==> src/rtl/lcdmap_pkg.sv <==
package lcdmap_pkg;

  typedef enum logic [1:0] {
    OP_HOLD = 2'd0,
    OP_HOME = 2'd1,
    OP_INC  = 2'd2,
    OP_DEC  = 2'd3
  } shift_op_e;

  function automatic shift_op_e decode_op(input logic home,
                                          input logic left,
                                          input logic right);
    if (home)
      return OP_HOME;
    else if (left && !right)
      return OP_INC;
    else if (right && !left)
      return OP_DEC;
    else
      return OP_HOLD;
  endfunction

endpackage

==> src/rtl/lcdmap_shift_ctl.sv <==
module lcdmap_shift_ctl
  import lcdmap_pkg::*;
#(
  parameter int LINE_LEN = 40,
  parameter int OFF_W    = 7
) (
  input  logic             clk,
  input  logic             rst_n,
  input  logic             two_line_i,
  input  logic             shift_left_i,
  input  logic             shift_right_i,
  input  logic             home_i,
  output logic             two_line_q_o,
  output logic [OFF_W-1:0] offset_o
);

  localparam logic [OFF_W-1:0] LAST_ONE = OFF_W'(2*LINE_LEN - 1);
  localparam logic [OFF_W-1:0] LAST_TWO = OFF_W'(LINE_LEN - 1);

  logic             mode_q, mode_d;
  logic [OFF_W-1:0] off_q, off_d;
  logic [OFF_W-1:0] last;
  logic             mode_chg;
  shift_op_e        op;

  always_comb begin
    last     = mode_q ? LAST_TWO : LAST_ONE;
    mode_chg = (two_line_i != mode_q);
    op       = decode_op(home_i, shift_left_i, shift_right_i);
    mode_d   = mode_q;
    off_d    = off_q;
    if (mode_chg) begin
      mode_d = two_line_i;
      off_d  = '0;
    end else begin
      unique case (op)
        OP_HOME: off_d = '0;
        OP_INC:  off_d = (off_q == last) ? '0 : off_q + 1'b1;
        OP_DEC:  off_d = (off_q == '0) ? last : off_q - 1'b1;
        default: off_d = off_q;
      endcase
    end
  end

  always_ff @(posedge clk or negedge rst_n) begin
    if (!rst_n) begin
      mode_q <= 1'b0;
      off_q  <= '0;
    end else begin
      mode_q <= mode_d;
      off_q  <= off_d;
    end
  end

  assign two_line_q_o = mode_q;
  assign offset_o     = off_q;


  off_bound_chk: assert property (@(posedge clk) disable iff (!rst_n)
    off_q <= (mode_q ? LAST_TWO : LAST_ONE));


  home_clr_chk: assert property (@(posedge clk) disable iff (!rst_n)
    (home_i && two_line_i == mode_q) |=> (off_q == '0));


  mode_clr_chk: assert property (@(posedge clk) disable iff (!rst_n)
    (two_line_i != mode_q) |=> (off_q == '0 && mode_q == $past(two_line_i)));


  both_hold_chk: assert property (@(posedge clk) disable iff (!rst_n)
    (shift_left_i && shift_right_i && !home_i && two_line_i == mode_q)
    |=> $stable(off_q));


  dec_wrap_chk: assert property (@(posedge clk) disable iff (!rst_n)
    (shift_right_i && !shift_left_i && !home_i && two_line_i == mode_q && off_q == '0)
    |=> (off_q == (mode_q ? LAST_TWO : LAST_ONE)));

endmodule

==> src/rtl/lcdmap_addr_calc.sv <==
module lcdmap_addr_calc #(
  parameter int LINE_LEN   = 40,
  parameter int LINE2_BASE = 64,
  parameter int COL_W      = 7,
  parameter int ADDR_W     = 7
) (
  input  logic              clk,
  input  logic              rst_n,
  input  logic              two_line_q_i,
  input  logic              line_sel_i,
  input  logic [COL_W-1:0]  col_i,
  input  logic [COL_W-1:0]  offset_i,
  output logic              col_ok_o,
  output logic [ADDR_W-1:0] addr_o
);

  localparam logic [COL_W:0]    LEN_ONE = (COL_W+1)'(2*LINE_LEN);
  localparam logic [COL_W:0]    LEN_TWO = (COL_W+1)'(LINE_LEN);
  localparam logic [ADDR_W-1:0] BASE2   = ADDR_W'(LINE2_BASE);

  logic [COL_W:0]    len;
  logic [COL_W:0]    sum;
  logic [COL_W:0]    wrapped;
  logic [ADDR_W-1:0] base;

  always_comb begin
    len      = two_line_q_i ? LEN_TWO : LEN_ONE;
    sum      = {1'b0, col_i} + {1'b0, offset_i};
    wrapped  = (sum >= len) ? (sum - len) : sum;
    base     = (two_line_q_i && line_sel_i) ? BASE2 : '0;
    col_ok_o = ({1'b0, col_i} < len);
    addr_o   = base + ADDR_W'(wrapped);
  end


  one_line_rng_chk: assert property (@(posedge clk) disable iff (!rst_n)
    (col_ok_o && !two_line_q_i) |-> (addr_o < ADDR_W'(2*LINE_LEN)));


  line1_rng_chk: assert property (@(posedge clk) disable iff (!rst_n)
    (col_ok_o && two_line_q_i && !line_sel_i) |-> (addr_o < ADDR_W'(LINE_LEN)));


  line2_rng_chk: assert property (@(posedge clk) disable iff (!rst_n)
    (col_ok_o && two_line_q_i && line_sel_i)
    |-> (addr_o >= BASE2 && addr_o < ADDR_W'(LINE2_BASE + LINE_LEN)));

endmodule

==> src/rtl/lcd_pos_mapper.sv <==
module lcd_pos_mapper #(
  parameter int LINE_LEN   = 40,
  parameter int LINE2_BASE = 64,
  parameter int COL_W      = $clog2(2*LINE_LEN),
  parameter int ADDR_W     = $clog2(LINE2_BASE + LINE_LEN)
) (
  input  logic              clk,
  input  logic              rst_n,
  input  logic              two_line_i,
  input  logic              shift_left_i,
  input  logic              shift_right_i,
  input  logic              home_i,
  input  logic              line_sel_i,
  input  logic [COL_W-1:0]  col_i,
  output logic              col_ok_o,
  output logic [ADDR_W-1:0] ram_addr_o
);

  logic             two_line_q;
  logic [COL_W-1:0] offset;

  lcdmap_shift_ctl #(
    .LINE_LEN (LINE_LEN),
    .OFF_W    (COL_W)
  ) u_shift (
    .clk           (clk),
    .rst_n         (rst_n),
    .two_line_i    (two_line_i),
    .shift_left_i  (shift_left_i),
    .shift_right_i (shift_right_i),
    .home_i        (home_i),
    .two_line_q_o  (two_line_q),
    .offset_o      (offset)
  );

  lcdmap_addr_calc #(
    .LINE_LEN   (LINE_LEN),
    .LINE2_BASE (LINE2_BASE),
    .COL_W      (COL_W),
    .ADDR_W     (ADDR_W)
  ) u_addr (
    .clk          (clk),
    .rst_n        (rst_n),
    .two_line_q_i (two_line_q),
    .line_sel_i   (line_sel_i),
    .col_i        (col_i),
    .offset_i     (offset),
    .col_ok_o     (col_ok_o),
    .addr_o       (ram_addr_o)
  );


  reset_zero_chk: assert property (@(posedge clk) disable iff (!rst_n)
    $rose(rst_n) |-> (!two_line_q && offset == '0));

endmodule

==> config.mk <==
export PLATFORM = sky130hd
export DESIGN_NAME = lcd_pos_mapper
export DESIGN_NICKNAME = d
export VERILOG_FILES = /design/src/rtl/lcdmap_pkg.sv /design/src/rtl/lcdmap_shift_ctl.sv /design/src/rtl/lcdmap_addr_calc.sv /design/src/rtl/lcd_pos_mapper.sv
export SDC_FILE = /design/constraint.sdc
export NUM_CORES = 1
export LEC_CHECK = 0
export ABC_AREA = 1
export BUFFER_PORTS_ARGS = -buffer_cell sky130_fd_sc_hd__buf_2
export CAP_MARGIN = 20
export CORE_AREA = 3 3 55 57
export CTS_CLUSTER_DIAMETER = 200
export DETAILED_ROUTE_END_ITERATION = 10
export DIE_AREA = 0 0 58 60
export GPL_ROUTABILITY_DRIVEN = 0
export PLACE_DENSITY = 0.75
export SYNTH_ARGS = -nofsm -noshare
export SYNTH_HDL_FRONTEND = slang
export SYNTH_SLANG_ARGS = --single-unit
export TNS_END_PERCENT = 30
==> constraint.sdc <==
create_clock -name clk -period 4.5 [get_ports clk]
set_input_delay 0.9 -clock clk [delete_from_list [all_inputs] [get_ports clk]]
set_output_delay 0.9 -clock clk [all_outputs]
set_load 0.01 [all_outputs]
==> run_results.csv, run 1 <==
group,metric,value,unit
worst_hold_path,hold_path.class,"input pin to asynchronous set/reset pin",
floorplanning,die_width,58,µm
worst_setup_path,cp_cell_sequence,"buf_2 -> ha_1 -> fa_1 -> inv_1 -> o21bai_1 -> xor2_1 -> inv_1 -> ha_1 -> nand2_1 -> nor2_1 -> o21ai_2 -> nand3_2 -> nor2_4 -> nand2_1 -> nand3_1 -> nand2_1 -> buf_2",
synth,yosys_warnings,0,
worst_setup_path,reg2reg_depth,5,
pwr,p_seq_frac,0.233,
grt,grt_pass1_vias,1247,
pwr,irDropWorstVdd,0.180,mV
pwr,leakagePower,0.000888,µW
floorplanning,die_h,60,µm
floorplanning,core,2520,µm²
grt,grt_util_all_layers,0.190,
clocking,postCtsSetupBuffers,0,
placement,place_hpwl,2.52,mm
synth,syn_area,1380,µm²
worst_setup_path,end_kind,"output pin",
sta,rsz0062_at_grt,"no",
pwr,power,383,µW
pwr,swShare,0.477,
routing,drtIter0Drc,36,
worst_setup_path,r2r-end,"u_shift.offset_o[3]",
routing,drc,0,
final_layout,layout.area.seq,200,µm²
final_layout,syn_to_final_growth,10.9,%
floorplanning,floorplan.rows,18,
floorplanning,start_util,0.548,
final_layout,layout.cells.non_filler,268,
sta,setup_ws,0.332,ns
clocking,numCtsBuffers,3,
clocking,clockRootBuffer,"clkbuf_4",
synth,synthCells,216,
clocking,cts_sinks,8,
synth,avgSynthCellArea,6.40,µm²
routing,wl_per_cell,11.1,µm
synth,ys_types,33,
clocking,clock_tree.buffer_depth,2,
run_status,status,"completed",
worst_setup_path,max_stage_delay,0.41,ns
final_layout,utilization,0.608,
final_layout,layout-drive-gt1-share,0.181,
worst_setup_path,r2r-start,"u_shift.two_line_q_o",
sta,fmax,240,MHz
routing,wirelength,2.98,mm
routing,antenna_left,0,
worst_setup_path,path_max_fanout,6,
sta,totalNegativeSetupSlack,0,ns
placement,dp_cells,265,
clocking,cts_hold_buf,0,
worst_setup_path,crit_arrival,3.27,ns
pwr,p_clk_frac,0.154,
sta,slew_headroom,0.676,
sta,fin_skew,0.00728,ns
sta,slew_violations,0,
sta,setup_violations,0,
routing,vias,1360,
worst_setup_path,start_kind,"input pin",
worst_setup_path,crit_type,"input pin to output pin",
sta,min_period,4.17,ns
final_layout,nets,273,
sta,fin_crit_sh,0.926,
final_layout,multi_input_area,1020,µm²
pwr,switchingPower,182,µW
clocking,cts_resized,0,
synth,synth_fp_nets,249,
grt,grt_max_degree,12,
clocking,tritoncts,"built",
pwr,cellPowerDensity,250,nW/µm²
pwr,power.share.combinational,0.613,
worst_setup_path,rrSetupSlack,2.93,ns
sta,worst_pin_slew,0.486,ns
synth,ys_seq_area_frac,0.145,
clocking,insertion_delay,0.26,ns
routing,vias_per_cell,5.07,
final_layout,n_antenna_cell,0,
worst_setup_path,required,3.60,ns
clocking,htree_levels,1,
placement,detailedPlace.worstSlack,0.308,ns
final_layout,fillers,256,
grt,grt_overflow,0,
grt,antenna_found_initial,0,
routing,first_pass_iters,4,
grt,grt_pass1_wl,5.31,mm
worst_setup_path,crit_slowest_cell,"fa_1",
clocking,clk_pin_slew,0.06,ns
synth,ys_seq_elements,8,
worst_setup_path,crit_top_cell,"nand2_1",
sta,hold_viol_final,0,
floorplanning,ioPinCount,22,
placement,portBuffers,21,
pwr,internal_power,200,µW
floorplanning,die_area,3480,µm²
flow_run,drv_cap,0,
## through the flow
step | instance area [µm²] | hold slack (ns)
floorplan | 1380 | 0.517
global placement | 1510 | 0.585
detailed placement | 1510 | 0.596
CTS | 1530 | 0.479
global route | 1530 | 0.476
finish | 1530 | 0.480
## power by group through the flow
stage | sequential [µW] | clock, µW | combinational (µW)
2_1_floorplan | 85.4 | 0 | 182
3_3_place_gp | 90.5 | 0 | 234
3_5_place_dp | 90.5 | 0 | 235
4_1_cts | 89.2 | 60.4 | 237
5_1_grt | 90.3 | 63.5 | 274
6_report | 89.1 | 58.8 | 235
## worst max path at each step
stage / start / depth (start not counted) / end
CTS: col_i[0] / 17 / ram_addr_o[6]
global placement: col_i[0] / 18 / ram_addr_o[6]
finish: col_i[0] / 17 / ram_addr_o[6]
floorplan: col_i[0] / 14 / ram_addr_o[3]
global route: col_i[0] / 16 / ram_addr_o[3]
detailed placement: col_i[0] / 17 / ram_addr_o[6]
## flip-flops by register name (all words and copies together), names as in the netlist
register,flops
u_shift.offset_o,7
u_shift.two_line_q_o,1
## layout by cell type (no fill, tap or decap), types with 2 or more instances in the layout
cell / instances
inv_1: 32
o21ai_0: 11
nand2_2: 3
dfrtp_1: 8
nand3_2: 2
o21ai_1: 5
nand4_1: 5
fa_1: 2
xor2_1: 5
a21oi_1: 3
nand2_1: 70
ha_1: 17
nor2_1: 12
inv_2: 4
buf_2: 21
nand3_1: 18
nor2_4: 2
clkbuf_4: 3
## per-layer routing
layer	vias up	global-route usage	share of wire
met3	0	0.0432	0.055
met5	-	0	0
li1	741	-	-
met1	586	0.251	0.48
met4	0	0.0199	0
met2	33	0.327	0.47
## cells in the mapped netlist
library cell  instances  area (µm²)
inv_2                 4        15.0
nor2_2                1        6.26
or2_2                 1        6.26
nand3b_1              1        7.51
nand4_4               1        21.3
a21o_1                1        7.51
buf_6                 1        11.3
xor2_1                5        43.8
clkinv_4              1        8.76
inv_1                32         120
xnor2_1               1        8.76
nand2_2               3        18.8
xor2_2                1        16.3
nor2_4                2        22.5
clkbuf_1              1        3.75
nand3_1              18        90.1
nor3_2                1        10.0
nand2_1              70         263
ha_1                 17         213
o2111a_1              1        11.3
o21ai_0              11        55.1
xnor2_2               1        16.3
o21ai_2               1        8.76
dfrtp_1               8         200
o22ai_1               1        6.26
nand3_2               2        20.0
a211oi_1              1        7.51
a21oi_1               3        15.0
o21bai_1              1        7.51
nor2_1               12        45.0
o21ai_1               5        25.0
nand4_1               5        31.3
fa_1                  2        40.0
## final cells by class
type                       count  share of cell area
multi-input combinational    169               0.668
sequential                     8               0.131
inverter                      37              0.0939
timing repair buffer          21              0.0686
tap                           30              0.0245
clock buffer                   3              0.0147
## logic make-up after synthesis
logic type,count (synthesis),synth area share
compound gates,25,0.104
xor+xnor,8,0.0615
flops,8,0.145
simple gates,117,0.392
fa+ha+maj,19,0.183
buf+inv,39,0.115
## worst max-delay path, delay by kind of cell
kind,cells,cell delay [ns]
xor+xnor,1,0.22
compound gates,2,0.25
simple gates,7,0.56
buf+inv,4,0.41
fa+ha+maj,3,0.91
Note: power is estimated with default switching activity, not from simulation.
==> run 2, diff against run 1 <==
Settings changed: CAP_MARGIN 20 to unset, CORE_AREA 3 3 55 57 to 3 3 70 72, DIE_AREA 0 0 58 60 to 0 0 73 75, PLACE_DENSITY 0.75 to 0.5.
==> run 2 against run 1 <==
  * Non-clock buffer count grew 1
  * Clock skew shrank 0.0063 ns
  * Critical path depth grew 1
  * Die area grew 57%
  * Clock-buffer cell count is the same
  * Cell area grew 3.5%
  * Flip-flop and latch count is the same
  * Fmax grew 0.14%
  * Clock power grew 39%
  * Cell count grew 8.6%
  * Critical path type unchanged
==> run_results.csv, run 2 (synthesized netlist as in run 1, its figures left out) <==
group,metric,value,unit
final_layout,n_antenna_cell,0,
worst_setup_path,end_kind,"output pin",
clocking,htree_levels,1,
grt,grt_pass1_vias,1280,
pwr,internal_power,229,µW
grt,grt_max_degree,11,
routing,vias_per_cell,4.58,
placement,portBuffers,21,
clocking,cts_sinks,8,
sta,fmax,240,MHz
sta,setup_violations,0,
flow_run,drv_cap,0,
sta,hold_viol_final,0,
worst_setup_path,start_kind,"input pin",
worst_setup_path,crit_arrival,3.26,ns
final_layout,layout-drive-gt1-share,0.184,
routing,antenna_left,0,
worst_setup_path,path_buf_inv,5,
routing,drc,0,
final_layout,final_cell_area,1590,µm²
worst_setup_path,path_max_fanout,4,
worst_setup_path,cp_cell_sequence,"buf_2 -> ha_1 -> fa_1 -> inv_1 -> o21bai_1 -> xor2_1 -> inv_1 -> ha_1 -> nand2_1 -> nor2_1 -> o21ai_2 -> inv_1 -> nor2_1 -> nand2_1 -> nand2_1 -> nand3_1 -> nand2_1 -> buf_2",
final_layout,layout_commonest_cell,"nand2_1",
final_layout,final_cell_mix,"70 x nand2_1, 32 x inv_1, 21 x buf_2",
sta,fin_skew,0.000946,ns
sta,fin_crit_sh,0.925,
pwr,cellPowerDensity,257,nW/µm²
worst_setup_path,rrSetupSlack,2.96,ns
worst_setup_path,crit_type,"input pin to output pin",
pwr,leakagePower,0.000900,µW
final_layout,largest_reg_flops,7,
worst_setup_path,required,3.60,ns
sta,min_period,4.16,ns
clocking,clock_tree.buffer_depth,2,
grt,grt_overflow,0,
pwr,swShare,0.438,
grt,grt_util_all_layers,0.126,
routing,wirelength,3.14,mm
clocking,clk_pin_slew,0.04,ns
clocking,numCtsBuffers,3,
worst_setup_path,r2r-end,"u_shift.offset_o[3]",
placement,place_hpwl,2.74,mm
pwr,power.share.combinational,0.584,
placement,post_dp_cell_area,1550,µm²
clocking,tritoncts,"built",
grt,antenna_found_initial,0,
sta,slew_violations,0,
worst_setup_path,crit_cells,18,
sta,rsz0062_at_grt,"no",
worst_setup_path,crit_top_cell,"nand2_1",
sta,setup_ws,0.338,ns
clocking,cts_resized,0,
run_status,status,"completed",
sta,slew_headroom,0.712,
grt,grt_pass1_wl,5.53,mm
routing,wl_per_cell,10.8,µm
worst_setup_path,max_stage_delay,0.41,ns
final_layout,nets,274,
clocking,postCtsSetupBuffers,0,
worst_setup_path,crit_slowest_cell,"fa_1",
sta,worst_pin_slew,0.431,ns
routing,first_pass_iters,4,
floorplanning,ioPinCount,22,
clocking,cts_hold_buf,0,
pwr,p_clk_frac,0.200,
routing,vias,1333,
floorplanning,die_area,5480,µm²
worst_setup_path,reg2reg_depth,11,
worst_hold_path,hold_path.class,"input pin to asynchronous set/reset pin",
final_layout,syn_to_final_growth,14.8,%
pwr,switchingPower,179,µW
floorplanning,floorplan.rows,24,
floorplanning,core,4350,µm²
floorplanning,start_util,0.318,
worst_setup_path,crit_family,"adder cells",
pwr,irDropWorstVdd,0.162,mV
pwr,p_seq_frac,0.216,
worst_setup_path,r2r-start,"u_shift.offset_o[1]",
floorplanning,die_h,75,µm
final_layout,utilization,0.364,
clocking,insertion_delay,0.22,ns
floorplanning,die_width,73,µm
routing,drtIter0Drc,25,
clocking,clockRootBuffer,"clkbuf_8",
placement,detailedPlace.worstSlack,0.327,ns
sta,totalNegativeSetupSlack,0,ns
run 2: layer usage:
| metal | track usage | vias up | share of wire |
|---|---|---|---|
| li1 | - | 738 | - |
| met2 | 0.226 | 20 | 0.50 |
| met1 | 0.162 | 571 | 0.46 |
| met3 | 0.00534 | 4 | 0.030 |
| met4 | 0.0369 | 0 | 0.0080 |
| met5 | 0 | - | 0 |
run 2: worst max-delay path by stage:
stage          startpoint             to  slack, ns
2_1_floorplan    col_i[0]  ram_addr_o[3]       0.63
3_3_place_gp     col_i[0]  ram_addr_o[6]       0.38
3_5_place_dp     col_i[0]  ram_addr_o[6]       0.33
4_1_cts          col_i[0]  ram_addr_o[6]       0.33
5_1_grt          col_i[0]  ram_addr_o[6]       0.15
6_report         col_i[0]  ram_addr_o[6]       0.34
run 2: worst reg2reg max path, delay by kind of cell, from the launching register on:
family                     cells  cell delay [ns]
and+or+nand+nor                6             0.44
adders and majority gates      1             0.17
AOI/OAI and AO/OA              1             0.06
DFF                            1             0.44
buffers and inverters          3             0.31
run 2: layout make-up:
class                           count  area, µm²
Clock buffer                        3       41.3
Multi-Input combinational cell    169       1020
Tap cell                           52       65.1
Timing Repair Buffer               22        113
Fill cell                         477       2770
Sequential cell                     8        200
Inverter                           37        144
run 2: metrics by stage:
stage	power (µW)	hold WS, ns	std cells
floorplan	267	0.517	216
global placement	330	0.609	288
detailed placement	329	0.620	288
CTS	415	0.508	291
global route	452	0.522	291
finish	407	0.509	291
run 2: power groups by stage:
stage	combinational [µW]	clock (µW)	sequential, µW
after floorplan	182	0	85.4
after global placement	241	0	89.0
after detailed placement	240	0	88.9
after CTS	241	85.2	88.1
after global routing	274	87.9	89.4
final	238	81.5	88.0
